[src/rtl/mbox_pkg.sv]
// Package: mbox_pkg
// Shared register-kind encoding used by the mailbox address decoder and top.
// Assumes a 32-bit data bus and byte addressing.
package mbox_pkg;

    typedef enum logic [3:0] {
        K_NONE  = 4'd0,
        K_REV   = 4'd1,
        K_MSG   = 4'd2,
        K_FSTAT = 4'd3,
        K_MSTAT = 4'd4,
        K_ISTAT = 4'd5,
        K_IEN   = 4'd6,
        K_ISET  = 4'd7,
        K_ICLR  = 4'd8
    } reg_kind_e;

    localparam int DATA_W = 32;

endpackage

[src/rtl/mbox_fifo.sv]
// Module: mbox_fifo
// One message queue of DEPTH words. A push to a full queue is dropped, and a
// pop of an empty queue changes nothing. The head output is zero while empty.
// Assumes push and pop are single-cycle strobes.
module mbox_fifo #(
    parameter int DEPTH = 4,
    parameter int DW    = 32,
    localparam int PW   = (DEPTH > 1) ? $clog2(DEPTH) : 1,
    localparam int CW   = $clog2(DEPTH + 1)
) (
    input  logic          clk,
    input  logic          rst_n,
    input  logic          push,
    input  logic          pop,
    input  logic [DW-1:0] wdata,
    output logic [DW-1:0] head,
    output logic [CW-1:0] count,
    output logic          full,
    output logic          empty
);

    logic [DW-1:0] mem [DEPTH];
    logic [PW-1:0] wptr, rptr;
    logic          push_ok, pop_ok;

    assign full    = (count == CW'(DEPTH));
    assign empty   = (count == '0);
    assign push_ok = push && !full;
    assign pop_ok  = pop && !empty;
    assign head    = empty ? '0 : mem[rptr];

    function automatic logic [PW-1:0] nxt(input logic [PW-1:0] p);
        return (p == PW'(DEPTH - 1)) ? '0 : p + 1'b1;
    endfunction

    // Pointer and occupancy update.
    always_ff @(posedge clk) begin
        if (!rst_n) begin
            wptr  <= '0;
            rptr  <= '0;
            count <= '0;
        end else begin
            if (push_ok) wptr <= nxt(wptr);
            if (pop_ok)  rptr <= nxt(rptr);
            if (push_ok && !pop_ok)      count <= count + 1'b1;
            else if (pop_ok && !push_ok) count <= count - 1'b1;
        end
    end

    // Storage write; contents need no reset.
    always_ff @(posedge clk) begin
        if (push_ok) mem[wptr] <= wdata;
    end

    assert_no_overflow_R4: assert property (@(posedge clk) disable iff (!rst_n)
        (push && full && !pop) |=> (count == CW'(DEPTH)));

    assert_empty_pop_noop_R5: assert property (@(posedge clk) disable iff (!rst_n)
        (pop && empty && !push) |=> (count == '0));

    assert_push_counts_R3: assert property (@(posedge clk) disable iff (!rst_n)
        (push && !full && !pop) |=> (count == CW'($past(count) + 1'b1)));

endmodule

[src/rtl/mbox_addr_decode.sv]
// Module: mbox_addr_decode
// Maps a byte address onto a register kind, a queue index and a user index.
// LAYOUT picks the interrupt register map (1: status+enable pairs at 8-byte
// stride; 2: status/set/clear at 16-byte stride). Assumes ADDR_W >= 12.
module mbox_addr_decode
    import mbox_pkg::*;
#(
    parameter int N_FIFO = 4,
    parameter int N_USER = 2,
    parameter int LAYOUT = 1,
    parameter int ADDR_W = 12,
    localparam int FW    = (N_FIFO > 1) ? $clog2(N_FIFO) : 1,
    localparam int UW    = (N_USER > 1) ? $clog2(N_USER) : 1
) (
    input  logic [ADDR_W-1:0] addr,
    output reg_kind_e         kind,
    output logic [FW-1:0]     fifo_idx,
    output logic [UW-1:0]     user_idx
);

    logic [ADDR_W-1:0] off1, off2, u1, u2;
    logic [4:0]        fsel;

    assign off1 = addr - ADDR_W'(12'h100);
    assign off2 = addr - ADDR_W'(12'h104);
    assign u1   = off1 >> 3;
    assign u2   = off2 >> 4;
    assign fsel = {1'b0, addr[5:2]};

    // Kind and index selection.
    always_comb begin
        kind     = K_NONE;
        fifo_idx = addr[2 +: FW];
        user_idx = '0;
        if (addr[1:0] != 2'b00) begin
            kind = K_NONE;
        end else if (addr < ADDR_W'(12'h100)) begin
            unique case (addr[7:6])
                2'd0: kind = (addr[5:2] == 4'd0) ? K_REV : K_NONE;
                2'd1: kind = (fsel < 5'(N_FIFO)) ? K_MSG : K_NONE;
                2'd2: kind = (fsel < 5'(N_FIFO)) ? K_FSTAT : K_NONE;
                default: kind = (fsel < 5'(N_FIFO)) ? K_MSTAT : K_NONE;
            endcase
        end else if (LAYOUT == 1) begin
            user_idx = u1[UW-1:0];
            if (u1 < ADDR_W'(N_USER))
                kind = off1[2] ? K_IEN : K_ISTAT;
        end else begin
            user_idx = u2[UW-1:0];
            if (addr >= ADDR_W'(12'h104) && u2 < ADDR_W'(N_USER)) begin
                unique case (off2[3:2])
                    2'd0: kind = K_ISTAT;
                    2'd1: kind = K_ISET;
                    2'd2: kind = K_ICLR;
                    default: kind = K_NONE;
                endcase
            end
        end
    end

endmodule

[src/rtl/mbox_user_irq.sv]
// Module: mbox_user_irq
// One user's event status and enable words plus its interrupt line.
// Status bits are set by live queue conditions and cleared by writing one.
// Enable update follows LAYOUT (1: whole-word write, 2: set/clear by ones).
module mbox_user_irq #(
    parameter int N_FIFO = 4,
    parameter int LAYOUT = 1,
    localparam int EW    = 2 * N_FIFO
) (
    input  logic              clk,
    input  logic              rst_n,
    input  logic [N_FIFO-1:0] fifo_nonempty,
    input  logic [N_FIFO-1:0] fifo_full,
    input  logic              stat_w1c_we,
    input  logic              en_we,
    input  logic              en_set_we,
    input  logic              en_clr_we,
    input  logic [EW-1:0]     wdata,
    output logic [EW-1:0]     status_q,
    output logic [EW-1:0]     enable_q,
    output logic              irq
);

    logic [EW-1:0] cond;
    logic [EW-1:0] enable_d;

    // Interleave the two events of each queue.
    for (genvar m = 0; m < N_FIFO; m++) begin : g_evt
        assign cond[2*m]     = fifo_nonempty[m];
        assign cond[2*m + 1] = ~fifo_full[m];
    end

    // Next enable word for the selected layout.
    always_comb begin
        enable_d = enable_q;
        if (LAYOUT == 1) begin
            if (en_we) enable_d = wdata;
        end else begin
            if (en_set_we) enable_d = enable_d | wdata;
            if (en_clr_we) enable_d = enable_d & ~wdata;
        end
    end

    // Status and enable registers.
    always_ff @(posedge clk) begin
        if (!rst_n) begin
            status_q <= '0;
            enable_q <= '0;
        end else begin
            status_q <= (status_q & ~(stat_w1c_we ? wdata : '0)) | cond;
            enable_q <= enable_d;
        end
    end

    assign irq = |(status_q & enable_q);

    assert_event_sets_R6: assert property (@(posedge clk) disable iff (!rst_n)
        1'b1 |=> ((status_q & $past(cond)) == $past(cond)));

    assert_w1c_clears_R7: assert property (@(posedge clk) disable iff (!rst_n)
        stat_w1c_we |=> ((status_q & $past(wdata) & ~$past(cond)) == '0));

    assert_l1_enable_write_R8: assert property (@(posedge clk) disable iff (!rst_n)
        (LAYOUT == 1 && en_we) |=> (enable_q == $past(wdata)));

    assert_l2_enable_set_R9: assert property (@(posedge clk) disable iff (!rst_n)
        (LAYOUT == 2 && en_set_we && !en_clr_we) |=> ((enable_q & $past(wdata)) == $past(wdata)));

    assert_l2_enable_clr_R9: assert property (@(posedge clk) disable iff (!rst_n)
        (LAYOUT == 2 && en_clr_we) |=> ((enable_q & $past(wdata)) == '0));

    assert_irq_needs_enable_R10: assert property (@(posedge clk) disable iff (!rst_n)
        (enable_q == '0) |-> !irq);

endmodule

[src/rtl/ipc_mailbox.sv]
// Module: ipc_mailbox
// Top of the inter-processor mailbox: address decode, N_FIFO message queues,
// N_USER interrupt units and the registered read mux.
// Assumes N_FIFO <= 16, at most one access per queue register per cycle.
module ipc_mailbox
    import mbox_pkg::*;
#(
    parameter int          N_FIFO   = 4,
    parameter int          N_USER   = 2,
    parameter int          DEPTH    = 4,
    parameter int          LAYOUT   = 1,
    parameter int          ADDR_W   = 12,
    parameter logic [31:0] REVISION = 32'h4D42_0102,
    localparam int         FW       = (N_FIFO > 1) ? $clog2(N_FIFO) : 1,
    localparam int         UW       = (N_USER > 1) ? $clog2(N_USER) : 1,
    localparam int         CW       = $clog2(DEPTH + 1),
    localparam int         EW       = 2 * N_FIFO
) (
    input  logic              clk,
    input  logic              rst_n,
    input  logic              bus_wr,
    input  logic              bus_rd,
    input  logic [ADDR_W-1:0] bus_addr,
    input  logic [31:0]       bus_wdata,
    output logic [31:0]       bus_rdata,
    output logic [N_USER-1:0] irq
);

    reg_kind_e     kind;
    logic [FW-1:0] fifo_idx;
    logic [UW-1:0] user_idx;

    logic [31:0]       head  [N_FIFO];
    logic [CW-1:0]     cnt   [N_FIFO];
    logic [N_FIFO-1:0] full_v, empty_v;
    logic [EW-1:0]     stat  [N_USER];
    logic [EW-1:0]     enab  [N_USER];
    logic [31:0]       rd_val;

    mbox_addr_decode #(
        .N_FIFO (N_FIFO),
        .N_USER (N_USER),
        .LAYOUT (LAYOUT),
        .ADDR_W (ADDR_W)
    ) u_dec (
        .addr     (bus_addr),
        .kind     (kind),
        .fifo_idx (fifo_idx),
        .user_idx (user_idx)
    );

    for (genvar m = 0; m < N_FIFO; m++) begin : g_fifo
        logic hit;
        assign hit = (kind == K_MSG) && (fifo_idx == FW'(m));
        mbox_fifo #(.DEPTH(DEPTH), .DW(32)) u_fifo (
            .clk   (clk),
            .rst_n (rst_n),
            .push  (bus_wr && hit),
            .pop   (bus_rd && hit),
            .wdata (bus_wdata),
            .head  (head[m]),
            .count (cnt[m]),
            .full  (full_v[m]),
            .empty (empty_v[m])
        );
    end

    for (genvar u = 0; u < N_USER; u++) begin : g_user
        logic uhit;
        assign uhit = (user_idx == UW'(u));
        mbox_user_irq #(.N_FIFO(N_FIFO), .LAYOUT(LAYOUT)) u_irq (
            .clk           (clk),
            .rst_n         (rst_n),
            .fifo_nonempty (~empty_v),
            .fifo_full     (full_v),
            .stat_w1c_we   (bus_wr && uhit && kind == K_ISTAT),
            .en_we         (bus_wr && uhit && kind == K_IEN),
            .en_set_we     (bus_wr && uhit && kind == K_ISET),
            .en_clr_we     (bus_wr && uhit && kind == K_ICLR),
            .wdata         (bus_wdata[EW-1:0]),
            .status_q      (stat[u]),
            .enable_q      (enab[u]),
            .irq           (irq[u])
        );
    end

    // Read value selection for the addressed register.
    always_comb begin
        unique case (kind)
            K_REV:                 rd_val = REVISION;
            K_MSG:                 rd_val = head[fifo_idx];
            K_FSTAT:               rd_val = {31'd0, full_v[fifo_idx]};
            K_MSTAT:               rd_val = 32'(cnt[fifo_idx]);
            K_ISTAT:               rd_val = 32'(stat[user_idx]);
            K_IEN, K_ISET, K_ICLR: rd_val = 32'(enab[user_idx]);
            default:               rd_val = '0;
        endcase
    end

    // Registered read data, updated only on a read strobe.
    always_ff @(posedge clk) begin
        if (!rst_n)      bus_rdata <= '0;
        else if (bus_rd) bus_rdata <= rd_val;
    end

    assert_unmapped_reads_zero_R11: assert property (@(posedge clk) disable iff (!rst_n)
        (bus_rd && kind == K_NONE) |=> (bus_rdata == '0));

    assert_rdata_holds_R12: assert property (@(posedge clk) disable iff (!rst_n)
        !bus_rd |=> $stable(bus_rdata));

endmodule

[config.mk]
export PLATFORM = sky130hd
export DESIGN_NAME = ipc_mailbox
export DESIGN_NICKNAME = d
export VERILOG_FILES = /design/src/rtl/mbox_pkg.sv /design/src/rtl/mbox_fifo.sv /design/src/rtl/mbox_addr_decode.sv /design/src/rtl/mbox_user_irq.sv /design/src/rtl/ipc_mailbox.sv
export SDC_FILE = /design/constraint.sdc
export NUM_CORES = 1
export LEC_CHECK = 0
export BUFFER_PORTS_ARGS = -buffer_cell sky130_fd_sc_hd__clkbuf_2
export CAP_MARGIN = 15
export CORE_ASPECT_RATIO = 1.2
export CORE_MARGIN = 8
export CORE_UTILIZATION = 35
export CTS_CLUSTER_DIAMETER = 40
export CTS_CLUSTER_SIZE = 40
export DETAILED_ROUTE_END_ITERATION = 10
export GPL_TIMING_DRIVEN = 1
export HOLD_SLACK_MARGIN = 0.03
export SLEW_MARGIN = 40
export SYNTH_ARGS = -nofsm -noshare
export SYNTH_HDL_FRONTEND = slang
export SYNTH_SLANG_ARGS = --single-unit
[constraint.sdc]
create_clock -name clk -period 5.6 [get_ports clk]
set_input_delay 0.84 -clock clk [delete_from_list [all_inputs] [get_ports clk]]
set_output_delay 0.84 -clock clk [all_outputs]
set_load 0.01 [all_outputs]
==> results of run 1 <==
[metal layers]
metal / GRT usage / vias up
li1: - / 5619
met1: 0.183 / 6641
met2: 0.256 / 409
met3: 0.0330 / 107
met4: 0.0721 / 0
met5: 0 / -
[worst paths after layout]
kind | slack, ns | to | cells after the start | startpoint
worst max register to register | 2.54 | bus_rdata[29]$_SDFFE_PN0P_ | 6 | flop
worst max-delay path | 1.97 | g_fifo[2].u_fifo.count[2]$_SDFFE_PN0P_ | 11 | bus_addr[8]
worst min-delay path | 0.48 | bus_rdata[22]$_SDFFE_PN0P_ | 2 | bus_rdata[22]$_SDFFE_PN0P_
worst min register to register | 0.48 | bus_rdata[22]$_SDFFE_PN0P_ | 2 | bus_rdata[22]$_SDFFE_PN0P_
[power by group]
part	internal (mW)	total (mW)	switching, mW	leakage (nW)
combinational	0.0372	0.168	0.131	2.19
clock	3.41	5.56	2.15	1.45
sequential	4.93	4.93	0.00310	5.41
total	8.38	10.7	2.28	9.05
[state kept, by name, indices dropped and copies added, names as in the netlist, named ones only]
register,flops
g_fifo.u_fifo.wptr,8
bus_rdata,32
g_fifo.u_fifo.mem,512
g_fifo.u_fifo.count,12
g_user.u_irq.enable_q,16
g_fifo.u_fifo.rptr,8
g_user.u_irq.status_q,16
[metrics by stage]
stage	worst slack, ns	power [mW]	utilization	cells
2_1_floorplan	2.01	5.08	-	1328
3_3_place_gp	1.59	5.19	0.373	2246
3_5_place_dp	1.38	5.20	0.376	2251
4_1_cts	2.03	10.8	0.419	2404
5_1_grt	1.77	11.0	0.420	2404
6_report	1.97	10.7	0.420	2405
[cells in the final DEF (no fill, tap or decap), types with 7 or more instances in the layout]
master       n
dfxtp_1     92
o21ai_0     20
clkinv_1     7
inv_8        9
a22oi_1     40
a221oi_1    33
nor2b_1     43
bufinv_16   12
and2_4      16
clkbuf_16   84
inv_6       13
buf_4        9
mux4_2     132
nor2_1      12
a21boi_0    43
edfxtp_1   512
mux2i_1     40
ha_1        24
clkbuf_2    79
or3_1        9
a21oi_1     22
inv_1       14
a211oi_1    32
nand2_1     77
[worst min-delay path, delay by kind of cell, from the launching register on]
kind             cells  cell delay (ns)
AO/OA/AOI/OAI        1             0.06
flip-flops           1             0.31
AND/OR/NAND/NOR      1             0.05
[final cells by class]
cell class | instances | area, sq um
fillers | 5965 | 39700
flip-flops and latches | 612 | 17400
multi-input cells | 622 | 6560
clock buffers | 90 | 2120
well taps | 909 | 1140
clock inverters | 63 | 855
repair buffers | 94 | 592
inverters | 14 | 52.6
diodes | 1 | 2.50
[cell families after synthesis]
logic type / synth area share
and+or+nand+nor: 0.0482
DFF: 0.717
xor gates and xnor gates: 0.00325
adders and majority gates: 0.0157
AOI/OAI and AO/OA: 0.0602
muxes: 0.139
buffers and inverters: 0.0163
==> flow_metrics.tcl, run 1 <==
set metrics [dict create \
    row_count 105 \
    p_leak_nw 9.05 \
    cts_tree "done" \
    finClkSkew_ns 0.0237 \
    start_util 0.354 \
    crit_type "input port to flop" \
    crit_chain "clkbuf_2 -> nor4_4 -> and4b_4 -> nand2_1 -> nor4b_2 -> ha_1 -> inv_1 -> fa_1 -> xor2_1 -> or3_1 -> a21boi_0" \
    rsz0062_at_grt "no" \
    synth_cell_types 50 \
    cts_root_buf "clkbuf_16" \
    cp_slowest_cell "nor4b_2" \
    cts-hold-fix-buffers 0 \
    grt_pass1_vias 13200 \
    wl_per_cell_um 24.8 \
    setup_viol 0 \
    drcViolationCount 0 \
    cap_violations 0 \
    htree_levels 3 \
    status "finished clean" \
    yosysTopAreaCell "edfxtp_1" \
    die_h_um 304 \
    syn_inst 1328 \
    synth_most_common_cell "edfxtp_1" \
    numCtsBuffers 83 \
    synthTopCellsByCount "edfxtp_1 (512), mux4_2 (132), dfxtp_1 (100)" \
    synth_area_per_cell_sq_um 18.2 \
    detail-route-antenna-nets 0 \
    dr_total_vias 12800 \
    drt-total-wl_mm 59.5 \
    holdWs_ns 0.478 \
    overflow 0 \
    synth_area_sq_mm 0.0242 \
    relSlewSlack 0.386 \
    wl_met1_mm 23.8 \
    worstPathArrival_ns 4.16 \
    postCtsResizedCells 0 \
    critPathLaunchType "input port" \
    crit_path_max_fanout 9 \
    placed_area_sq_mm 0.0257 \
    yosysWarnings 0 \
    gr-usage-all-layers 0.151 \
    die_area_sq_mm 0.0779 \
    drive_above_1_share 0.273 \
    drv_slew 0 \
    tns_ns 0 \
    required_ns 6.13 \
    io_pins 82 \
    syn_nets 1404 \
    clock-sinks 612 \
    synthTopCellsByArea "edfxtp_1 (63%), mux4_2 (12%), dfxtp_1 (8.3%), mux2i_1 (1.7%), a21boi_0 (1.3%)" \
    core_area_sq_mm 0.0684 \
    drt-vias-per-instance 5.31 \
    synth.ff_latch_count 612 \
    wl_met2_mm 29.9 \
    ys_seq_area_frac 0.717 \
    cpLargestDelayFamily "simple AND/OR/NAND/NOR gates" \
    async_reset_ff_frac 0 \
    ir_worst_vdd_mv 0.196 \
    final.min_clock_period_ns 3.63 \
    fin_area_sq_mm 0.0287 \
    grt_max_degree 58 \
    hold_class "flop to flop" \
    dr.pass1.iters 6 \
    nets 1503 \
    tightest_slew_ns 0.921 \
    grt_pass1_wl_mm 88.3 \
    path_clk_slew_ns 0.06 \
    synth-edff-count 512 \
    postCtsSetupBuffers 0 \
    hold_viol 0 \
    chipWidth_um 256 \
    gp_routability_congestion 0.814 \
    synthFlopType "edfxtp_1" \
    cp-end-kind "flop" \
    wl_met3_mm 3.25 \
    drtIter0Drc 907 \
    portBuffers 81 \
    finalCritPeriodShare 0.648 \
    clock_path_buffers 3 \
    synth_top_area_share 0.635 \
    max_freq_mhz 275 \
    top_layer_used "met4" \
    slowest_delay_ns 0.75 \
    critPathBufInv 2 \
    antenna_found_initial 1 \
    insertion_delay_ns 0.62 \
    synthToLayoutAreaGrowth_pct 18.5 \
    dp_hpwl_mm 36.9 \
    p_per_area_mw_per_mm2 371 \
]
Power figures use the tool's default switching activity.
==> inputs of run 2 (changes only) <==
==> constraint.sdc (replaced) <==
create_clock -name clk -period 3.55 [get_ports clk]
set_input_delay 0.5325 -clock clk [delete_from_list [all_inputs] [get_ports clk]]
set_output_delay 0.5325 -clock clk [all_outputs]
set_load 0.01 [all_outputs]
==> flow_metrics.tcl, run 2 (synthesized netlist as in run 1, its figures left out) <==
set metrics [dict create \
    status "finished clean" \
    reg2reg_slack_ns 0.77 \
    tns_ns 0 \
    drt-total-wl_mm 60.3 \
    htree_levels 3 \
    final_common_cell "edfxtp_1" \
    reg.largest.list "g_fifo.u_fifo.mem: 512 flops, bus_rdata: 32 flops" \
    cts_tree "done" \
    nets 1561 \
    min-delay-start "bus_wdata[23]" \
    critPathLaunchType "flop" \
    clock_path_buffers 3 \
    drt-vias-per-instance 5.33 \
    fin_area_sq_mm 0.0292 \
    path_clk_slew_ns 0.06 \
    nFillCells 5964 \
    critPathBufInv 1 \
    rsz0062_at_grt "no" \
    dr_total_vias 13100 \
    cts-hold-fix-buffers 0 \
    drive_above_1_share 0.300 \
    p_per_area_mw_per_mm2 563 \
    p_leak_nw 9.32 \
    die_area_sq_mm 0.0779 \
    layout_common_cells "edfxtp_1 (512), mux4_2 (132), dfxtp_1 (92)" \
    relSlewSlack 0.444 \
    io_pins 82 \
    tightest_slew_ns 0.829 \
    worstPathArrival_ns 3.29 \
    numCtsBuffers 81 \
    final.min_clock_period_ns 2.78 \
    cap_violations 0 \
    gp_routability_congestion 0.842 \
    insertion_delay_ns 0.62 \
    dr.pass1.iters 5 \
    dp_hpwl_mm 36.2 \
    synthToLayoutAreaGrowth_pct 20.4 \
    postCtsResizedCells 0 \
    grt_pass1_vias 13600 \
    drtIter0Drc 1194 \
    postCtsSetupBuffers 0 \
    portBuffers 81 \
    finClkSkew_ns 0.0316 \
    clock-sinks 612 \
    grt_max_degree 93 \
    crit_path_frequent_cell "or3_1" \
    crit_type "flop to flop" \
    overflow 0 \
    largest_register_ffs 512 \
    hold_viol 0 \
    r2r_start "g_fifo[3].u_fifo.count[0]$_SDFFE_PN0P_" \
    cp_slowest_cell "nor3_1" \
    drcViolationCount 0 \
    wl_per_cell_um 24.5 \
    drv_slew 0 \
    antenna_found_initial 4 \
    setup_viol 0 \
    cts_root_buf "clkbuf_16" \
    gr-usage-all-layers 0.152 \
    timing.rr.end "g_fifo[3].u_fifo.count[2]$_SDFFE_PN0P_" \
    cp-end-kind "flop" \
    required_ns 4.06 \
    grt_pass1_wl_mm 89.3 \
    core_area_sq_mm 0.0684 \
    hold_class "input port to flop" \
    crit_path_max_fanout 5 \
    detail-route-antenna-nets 0 \
    cp-startpoint "g_fifo[3].u_fifo.count[0]$_SDFFE_PN0P_" \
    ir_worst_vdd_mv 0.337 \
    row_count 105 \
    die_h_um 304 \
    start_util 0.354 \
    cpLargestDelayFamily "simple AND/OR/NAND/NOR gates" \
    cp.depth 8 \
    crit_chain "nor3_1 -> or3_1 -> ha_1 -> inv_1 -> fa_1 -> xor2_1 -> or3_1 -> a21boi_0" \
    finalCritPeriodShare 0.783 \
    placed_area_sq_mm 0.0263 \
    endpoint "g_fifo[3].u_fifo.count[2]$_SDFFE_PN0P_" \
    ff2ff_path_depth 8 \
    slowest_delay_ns 0.69 \
    largest-register "g_fifo.u_fifo.mem" \
    totalPowerFinal_mw 16.4 \
    max_freq_mhz 360 \
    chipWidth_um 256 \
]
-- run 2: cell count changes in the layout (fill, tap and decap cells not counted), moves of 7 or more --
cell,delta
buf_12,+19
buf_4,+45
and2_4,-16
bufinv_16,-7
inv_8,-7
and2_2,+16
-- run 2: worst min path at each step --
stage | end | slack (ns) | cells past startpoint
after floorplan | g_user[0].u_irq.enable_q[0]$_SDFFE_PN0P_ | 0.45 | 2
after global placement | g_user[0].u_irq.enable_q[6]$_SDFFE_PN0P_ | 0.47 | 2
after detailed placement | bus_rdata[5]$_SDFFE_PN0P_ | 0.47 | 2
after CTS | g_fifo[2].u_fifo.mem[1][21]$_DFFE_PP_ | 0.29 | 1
after global routing | g_fifo[2].u_fifo.mem[1][18]$_DFFE_PP_ | 0.33 | 1
final | g_fifo[2].u_fifo.mem[1][23]$_DFFE_PP_ | 0.32 | 1
-- run 2: per-stage QoR --
| step | worst slack [ns] | hold slack [ns] | util | cells |
|---|---|---|---|---|
| after detailed placement | 0.344 | 0.473 | 0.384 | 2311 |
| after global placement | 0.424 | 0.468 | 0.384 | 2311 |
| after CTS | 0.797 | 0.294 | 0.426 | 2463 |
| after global routing | 0.652 | 0.330 | 0.426 | 2463 |
| after floorplan | 0.267 | 0.453 | - | 1328 |
| final | 0.770 | 0.325 | 0.426 | 2465 |
-- run 2: cell type report --
class	count	area, sq um	share of cell area
Antenna cell	2	5.00	0.000172
Clock buffer	99	2270	0.0779
Clock inverter	53	607	0.0208
Inverter	14	52.6	0.00180
Multi-Input combinational cell	622	6510	0.223
Sequential cell	612	17400	0.596
Tap cell	909	1140	0.0390
Timing Repair Buffer	154	1200	0.0411
-- run 2: power by group --
part | switching [mW] | leakage [nW] | internal, mW
combinational | 0.177 | 2.51 | 0.0609
clock | 3.32 | 1.39 | 5.07
sequential | 0.00474 | 5.41 | 7.78
total | 3.50 | 9.32 | 12.9
-- run 2: metal layers --
metal | vias to the layer above | wire length [um] | global-route usage
met2 | 485 | 29700 | 0.252
met4 | 2 | 1440 | 0.0514
met3 | 93 | 4500 | 0.0331
met1 | 6830 | 24600 | 0.196
met5 | - | 13 | 0
li1 | 5721 | - | -
==> inputs of run 3 (changes only) <==
==> constraint.sdc (replaced) <==
create_clock -name clk -period 2.7 [get_ports clk]
set_input_delay 0.405 -clock clk [delete_from_list [all_inputs] [get_ports clk]]
set_output_delay 0.405 -clock clk [all_outputs]
set_load 0.01 [all_outputs]
==> flow_metrics.tcl, run 3 (synthesized netlist as in run 1, its figures left out) <==
set metrics [dict create \
    final_common_cell "edfxtp_1" \
    die_area_sq_mm 0.0779 \
    core_area_sq_mm 0.0684 \
    fin_util 0.430 \
    final.min_clock_period_ns 2.50 \
    grt_pass1_vias 13900 \
    holdWs_ns 0.213 \
    drv_slew 0 \
    gp_routability_congestion 0.846 \
    hold_viol 0 \
    insertion_delay_ns 0.60 \
    row_count 105 \
    htree_levels 3 \
    nFillCells 5903 \
    postCtsResizedCells 0 \
    drtIter0Drc 1067 \
    largest-register "g_fifo.u_fifo.mem" \
    grt_pass1_wl_mm 90.9 \
    crit_path_max_fanout 12 \
    ir_worst_vdd_mv 0.495 \
    tightest_slew_ns 0.818 \
    detail-route-antenna-nets 0 \
    synthToLayoutAreaGrowth_pct 21.5 \
    chipWidth_um 256 \
    multiInputGateArea_sq_mm 0.00661 \
    start_util 0.354 \
    antenna_found_initial 0 \
    cts_tree "done" \
    grt_max_degree 93 \
    cts_root_buf "clkbuf_16" \
    p_per_area_mw_per_mm2 705 \
    tns_ns 0 \
    numCtsBuffers 68 \
    status "finished clean" \
    gr-usage-all-layers 0.155 \
    portBuffers 81 \
    cp-end-kind "flop" \
    layout_common_cells "edfxtp_1 (512), mux4_2 (132), dfxtp_1 (92)" \
    drt-total-wl_mm 60.9 \
    n_antenna_cell 0 \
    relSlewSlack 0.454 \
    critPathLaunchType "flop" \
    p_leak_nw 9.45 \
    reg.largest.list "g_fifo.u_fifo.mem: 512 flops, bus_rdata: 32 flops" \
    largest_register_ffs 512 \
    io_pins 82 \
    ff2ff_path_depth 6 \
    crit_type "flop to flop" \
    finalCritPeriodShare 0.925 \
    overflow 0 \
    setup_viol 0 \
    timing.rr.end "bus_rdata[0]$_SDFFE_PN0P_" \
    drcViolationCount 0 \
    clock_path_buffers 3 \
    endpoint "bus_rdata[0]$_SDFFE_PN0P_" \
    cts-hold-fix-buffers 0 \
    reg2reg_slack_ns 0.20 \
    seqCellArea_sq_mm 0.0174 \
    hold_class "input port to flop" \
    nets 1593 \
    drt-vias-per-instance 5.28 \
    max_freq_mhz 400 \
    finClkSkew_ns 0.0406 \
    wl_per_cell_um 24.5 \
    clock-sinks 612 \
    worstPathArrival_ns 2.97 \
    cap_violations 0 \
    rsz0062_at_grt "no" \
    dr.pass1.iters 5 \
    totalPowerFinal_mw 20.8 \
    required_ns 3.17 \
    drive_above_1_share 0.320 \
    dr_total_vias 13100 \
    path_clk_slew_ns 0.07 \
    die_h_um 304 \
    postCtsSetupBuffers 0 \
    dp_hpwl_mm 39.0 \
]
==> run 3: worst max-delay path, cell delays in order (launching register included) <==
cell and delay [ns]:
dfxtp_2 0.60, buf_4 0.24, mux4_2 0.50, a221oi_1 0.40, a211oi_1 0.14, o31ai_1 0.35, a21boi_0 0.13
==> run 3: final cells by class <==
type / instances / area share
Sequential cell: 612 / 0.590
Multi-Input combinational cell: 622 / 0.225
Clock buffer: 76 / 0.0610
Timing Repair Buffer: 199 / 0.0580
Tap cell: 909 / 0.0386
Clock inverter: 50 / 0.0257
Inverter: 14 / 0.00178
==> run 3: worst min path at each step <==
stage / cells after the start / start / end
2_1_floorplan: 2 / g_user[0].u_irq.enable_q[0]$_SDFFE_PN0P_ / g_user[0].u_irq.enable_q[0]$_SDFFE_PN0P_
3_3_place_gp: 2 / g_fifo[0].u_fifo.rptr[0]$_SDFFE_PN0N_ / flop
3_5_place_dp: 2 / bus_rdata[27]$_SDFFE_PN0P_ / bus_rdata[27]$_SDFFE_PN0P_
4_1_cts: 1 / bus_wdata[16] / g_fifo[1].u_fifo.mem[2][16]$_DFFE_PP_
5_1_grt: 1 / bus_wdata[28] / g_fifo[2].u_fifo.mem[0][28]$_DFFE_PP_
6_report: 1 / bus_wdata[13] / g_fifo[0].u_fifo.mem[3][13]$_DFFE_PP_
==> run 3: per-stage QoR <==
stage / instance area (sq um) / instances / setup slack, ns
final: 29400 / 2482 / 0.203
after CTS: 29400 / 2482 / 0.194
after floorplan: 24400 / 1328 / -0.143
after detailed placement: 26900 / 2356 / -0.179
after global routing: 29400 / 2482 / 0.00850
after global placement: 26900 / 2356 / -0.102
==> run 3: per-layer routing <==
metal	vias to the layer above	GRT usage	share of wire
li1	5782	-	-
met2	372	0.272	0.51
met4	0	0.0510	0.023
met5	-	0	0
met1	6871	0.189	0.40
met3	84	0.0338	0.061
==> run 3: report_power, final <==
group	switching [mW]	internal (mW)	total, mW	leakage, nW
Clock	4.16	6.03	10.2	1.23
Sequential	0.00593	10.2	10.2	5.41
Combinational	0.250	0.0953	0.346	2.81
